`config.mk`:
```
export PLATFORM = sky130hd
export DESIGN_NAME = keylock_detector
export DESIGN_NICKNAME = d
export VERILOG_FILES = /design/src/rtl/keylock_pkg.sv /design/src/rtl/keypad_edge.sv /design/src/rtl/code_digit_sel.sv /design/src/rtl/hold_timer.sv /design/src/rtl/keylock_detector.sv
export SDC_FILE = /design/constraint.sdc
export NUM_CORES = 1
export LEC_CHECK = 0
export ABC_AREA = 1
export BUFFER_PORTS_ARGS = -buffer_cell sky130_fd_sc_hd__buf_4
export CAP_MARGIN = 20
export CORE_ASPECT_RATIO = 1.2
export CORE_MARGIN = 4
export CORE_UTILIZATION = 35
export DETAILED_ROUTE_END_ITERATION = 8
export SLEW_MARGIN = 20
export SYNTH_ARGS = -nofsm -noshare
export SYNTH_HDL_FRONTEND = slang
export SYNTH_SLANG_ARGS = --single-unit
```
`constraint.sdc`:
```
create_clock -name clk -period 2.3 [get_ports clk]
set_input_delay 0.46 -clock clk [delete_from_list [all_inputs] [get_ports clk]]
set_output_delay 0.46 -clock clk [all_outputs]
set_load 0.05 [all_outputs]
```
`src/rtl/keylock_pkg.sv`:
```
package keylock_pkg;

  typedef enum logic [1:0] {
    LK_IDLE   = 2'd0,
    LK_ENTER  = 2'd1,
    LK_REJECT = 2'd2,
    LK_OPEN   = 2'd3
  } lock_state_t;

endpackage

```
`src/rtl/keypad_edge.sv`:
```
module keypad_edge #(
  parameter int          KEY_W     = 4,
  parameter logic [KEY_W-1:0] NONE_CODE = '1
) (
  input  logic             clk,
  input  logic             rst,
  input  logic [KEY_W-1:0] key,
  output logic             press_o,
  output logic             released_o
);

  logic [KEY_W-1:0] key_prev;

  always_ff @(posedge clk) begin
    if (rst) key_prev <= NONE_CODE;
    else     key_prev <= key;
  end

  // new button only when leaving the no-button code
  assign press_o    = (key_prev == NONE_CODE) && (key != NONE_CODE);
  assign released_o = (key == NONE_CODE);

endmodule

```
`src/rtl/code_digit_sel.sv`:
```
module code_digit_sel #(
  parameter int                      KEY_W    = 4,
  parameter int                      DIGITS   = 4,
  parameter logic [DIGITS*KEY_W-1:0] PASSCODE = '0,
  localparam int                     IW       = (DIGITS > 1) ? $clog2(DIGITS) : 1
) (
  input  logic [IW-1:0]    idx,
  output logic [KEY_W-1:0] digit
);

  logic [KEY_W-1:0] table_q [DIGITS];

  genvar g;
  generate
    for (g = 0; g < DIGITS; g++) begin : g_dig
      assign table_q[g] = PASSCODE[g*KEY_W +: KEY_W];
    end
  endgenerate

  always_comb begin
    digit = table_q[0];
    for (int i = 0; i < DIGITS; i++)
      if (idx == IW'(i)) digit = table_q[i];
  end

endmodule

```
`src/rtl/hold_timer.sv`:
```
module hold_timer #(
  parameter int HOLD_CYCLES = 1000,
  localparam int TW = (HOLD_CYCLES > 1) ? $clog2(HOLD_CYCLES) : 1
) (
  input  logic clk,
  input  logic rst,
  input  logic load,
  output logic done
);

  logic [TW-1:0] cnt;

  always_ff @(posedge clk) begin
    if (rst)             cnt <= '0;
    else if (load)       cnt <= TW'(HOLD_CYCLES - 1);
    else if (cnt != '0)  cnt <= cnt - 1'b1;
  end

  assign done = (cnt == '0);

endmodule

```
`src/rtl/keylock_detector.sv`:
```
module keylock_detector
  import keylock_pkg::*;
#(
  parameter int                      KEY_W       = 4,
  parameter int                      DIGITS      = 4,
  parameter logic [KEY_W-1:0]        NONE_CODE   = '1,
  parameter logic [DIGITS*KEY_W-1:0] PASSCODE    = 16'h3A52,
  parameter int                      HOLD_CYCLES = 1000
) (
  input  logic             clk,
  input  logic             rst,
  input  logic [KEY_W-1:0] key,
  output logic             idle_led,
  output logic             open_led
);

  localparam int          IW   = (DIGITS > 1) ? $clog2(DIGITS) : 1;
  localparam logic [IW-1:0] LAST = IW'(DIGITS - 1);

  lock_state_t      st, st_n;
  logic [IW-1:0]    pos, pos_n;
  logic             press_w, released_w, done_w, load_w;
  logic [KEY_W-1:0] want_digit;

  keypad_edge #(.KEY_W(KEY_W), .NONE_CODE(NONE_CODE)) u_edge (
    .clk(clk), .rst(rst), .key(key),
    .press_o(press_w), .released_o(released_w)
  );

  code_digit_sel #(.KEY_W(KEY_W), .DIGITS(DIGITS), .PASSCODE(PASSCODE)) u_sel (
    .idx(pos), .digit(want_digit)
  );

  hold_timer #(.HOLD_CYCLES(HOLD_CYCLES)) u_tmr (
    .clk(clk), .rst(rst), .load(load_w), .done(done_w)
  );

  always_comb begin
    st_n   = st;
    pos_n  = pos;
    load_w = 1'b0;
    unique case (st)
      LK_IDLE, LK_ENTER: begin
        if (press_w) begin
          if (key != want_digit) begin
            st_n  = LK_REJECT;
            pos_n = '0;
          end else if (pos == LAST) begin
            st_n   = LK_OPEN;
            pos_n  = '0;
            load_w = 1'b1;
          end else begin
            st_n  = LK_ENTER;
            pos_n = pos + 1'b1;
          end
        end
      end
      LK_REJECT: if (released_w) st_n = LK_IDLE;
      LK_OPEN:   if (done_w)     st_n = LK_IDLE;
      default:   st_n = LK_IDLE;
    endcase
  end

  always_ff @(posedge clk) begin
    if (rst) begin
      st       <= LK_IDLE;
      pos      <= '0;
      idle_led <= 1'b1;
      open_led <= 1'b0;
    end else begin
      st       <= st_n;
      pos      <= pos_n;
      idle_led <= (st_n == LK_IDLE);
      open_led <= (st_n == LK_OPEN);
    end
  end

endmodule

```
==> qor.txt <==
Status -> finished clean
Routed Antenna Nets -> 0
Share of cells above drive strength 1 -> 17.8%
Number of synthesized flops with an enable pin -> 0
Pin count of the biggest net entering global routing -> 13
Final TNS setup -> 0 ns
DR WL/cell -> 10.9 um
Internal Power -> 809 uW
Dpl hpwl -> 1960 um
Worst setup EP type -> flip-flop
Most frequent CP cell -> inv_1
Final hold violations -> 0
Distinct cells, synth -> 25
Switching share of total power -> 45.1%
Slowest CP cell -> dfxtp_1
Leak -> 0.000679 uW
CP top delay family -> flip-flops
RR Startpoint -> pos[1]
R2R depth -> 9
Hold Path Depth -> 3
Post-Synth XOR/XNOR Area -> 2.84%
Initial antenna violation count -> 0
Final WS setup -> 0.730 ns
Minimum clock period -> 1.57 ns
# hold bufs at CTS -> 0
Resize count post-CTS -> 0
Synth warn -> 0
Via count -> 1,063
CP Class -> reg -> reg
Fmax -> 0.637 GHz
Final Hold Slack -> 0.367 ns
Post-Synth Simple-Gate Area -> 37.1%
Worst-Skew Late Latency -> 0.30 ns
Pwr dens -> 1120 mW/mm2
Max IR drop VDD -> 0.000517 V
Starting density of the core -> 37.6%
Slowest stage delay, CP -> 0.40 ns
Critical-path cell list -> inv_1 -> ha_1 -> xor2_2 -> nand2_4 -> nor2_8 -> nand3_4 -> o21ai_1 -> nand2_1 -> inv_1
Place WS -> 0.729 ns
First-pass GRT wire length -> 4020 um
Antenna Cells -> 0
Class of the worst hold path -> in -> reg
Total CTS buffers -> 3
Post-synth top area share -> 33.6%
Synth area leader -> dfxtp_1
TritonCTS clock tree -> built
Worst Min Path Start -> key[3]
Slew Viols, Final -> 0
Core Region -> 0.00317 mm2
CTS root buffer -> clkbuf_4
#FFs+latches synth -> 20
Worst path arrival time -> 1.83 ns
Multiplexer share of the synthesized area -> 0%
WP data required -> 2.56 ns
Die H -> 71.9 um
Clk sinks -> 20
Clock Power Share -> 13.8%
Final setup fails -> 0
Most used DFF post-synth -> dfxtp_1
Net Switching -> 664 uW
Top-count cell post-synth -> nand2_1
Die width -> 61.2 um
Area share of fa/ha/maj cells after synthesis -> 6.31%
Period utilization -> 68.3%
Synthesized Nets -> 187
Sequential share of power -> 33.5%
Gate power share -> 52.6%
DR vias/cell -> 4.81
Synth Area in Compound Gates -> 8.41%
Placed cell count -> 217
Die area -> 0.00440 mm2
# H-tree levels -> 1
Crit path launch -> pos[1]
Vias in the first global route -> 1,009
GR Util All Layers -> 11.8%
Final non-filler cell total -> 221
Port Buffers -> 7
Slew HR -> 76.9%
DR iter-0 viols -> 37
Clock transition at the registers of the reported paths -> 0.12 ns
Synth top cells by count -> 41 x nand2_1, 32 x inv_1, 20 x dfxtp_1
Fin nets -> 198
Measured slew at the worst slew-check pin -> 0.347 ns
Layout Area Growth over Synthesis -> 10.9%
CTS Buffer Depth -> 2
Crit path depth -> 9
Main combinational cell family by area after synthesis -> simple AND/OR/NAND/NOR gates
Unrepaired setup endpoints after global routing -> no
Routed WL -> 2400 um
Gr ovfl total -> 0
Ports -> 8
DR pass1 iterations -> 5
Max-cap viol count -> 0
DRC -> 0
Reg2reg setup slack -> 0.73 ns
Syn Inst Count -> 175
Final Skew -> 0.00986 ns
Area contributors post-synth -> dfxtp_1 34%, nand2_1 13%, inv_1 10%
FFs w/ async S/R, synth -> 0%
Register area share after synthesis -> 33.6%
Buf/Inv on CP -> 2
Num rows -> 22
Synthesized area -> 0.00119 mm2
CP Launch Type -> flip-flop
Setup repair bufs after CTS -> 0
Crit Path Max Fanout -> 7
Syn Area/Cell -> 6.80 um2
Placer Congestion -> 0.889
==> cells in the final DEF, fill, tap and decap left out, types with 2 or more instances in the layout <==
cell,n
clkbuf_4,3
nor3_1,3
xor2_1,2
a21oi_1,10
o21ai_1,2
dfxtp_1,20
o21ai_0,4
nor2_1,16
inv_2,3
nand3_1,10
ha_1,6
nand2_2,6
nor2_2,6
inv_1,32
nand4_1,4
nand2_1,41
buf_4,7
==> worst min-delay path: stages <==
cell and delay, ns:
buf_4 0.09, inv_1 0.04, nand2_1 0.05
==> routing by layer <==
layer	global-route usage, %	wire length [um]	share of wire [%]
met5	0	0	0
met4	4.34	10	0.42
met3	2.52	80	3.3
met2	21.4	1310	54
met1	12.9	1000	42
==> cell families (layout without fill, tap and decap cells) <==
| logic type | after synthesis | in the layout |
|---|---|---|
| compound gates | 18 | 18 |
| xor+xnor | 3 | 3 |
| fa+ha+maj | 6 | 6 |
| buf+inv | 37 | 47 |
| flops | 20 | 20 |
| simple gates | 91 | 91 |
==> cell type report <==
cell class | count | area [um2]
Multi-Input combinational cell | 118 | 651
Sequential cell | 20 | 400
Inverter | 36 | 135
Tap cell | 36 | 45.0
Fill cell | 325 | 1850
Timing Repair Buffer | 7 | 52.6
Clock buffer | 4 | 36.3
==> registers in the layout (all words and copies together) (netlist names) <==
signal,count
pos,2
u_edge.key_prev,4
open_led,1
idle_led,1
u_tmr.cnt,10
st,2
==> through the flow <==
step / util [%] / cell area [um2] / power (uW)
floorplan: - / 1190 / 1120
global placement: 40.6 / 1280 / 1260
detailed placement: 40.6 / 1280 / 1280
CTS: 41.7 / 1320 / 1490
global route: 41.7 / 1320 / 1610
finish: 41.7 / 1320 / 1470
==> power by group through the flow <==
stage / clock, uW / combinational [uW] / sequential (uW)
5_1_grt: 225 / 878 / 505
3_5_place_dp: 0 / 772 / 504
6_report: 204 / 776 / 494
3_3_place_gp: 0 / 755 / 501
4_1_cts: 213 / 779 / 495
2_1_floorplan: 0 / 621 / 497
==> worst paths after layout <==
path,to
hold / removal,u_edge.key_prev[3]
setup reg to reg,u_tmr.cnt[8]
hold reg to reg,u_tmr.cnt[3]
setup / recovery,u_tmr.cnt[8]
No activity file was read; power rests on OpenSTA's default activity.
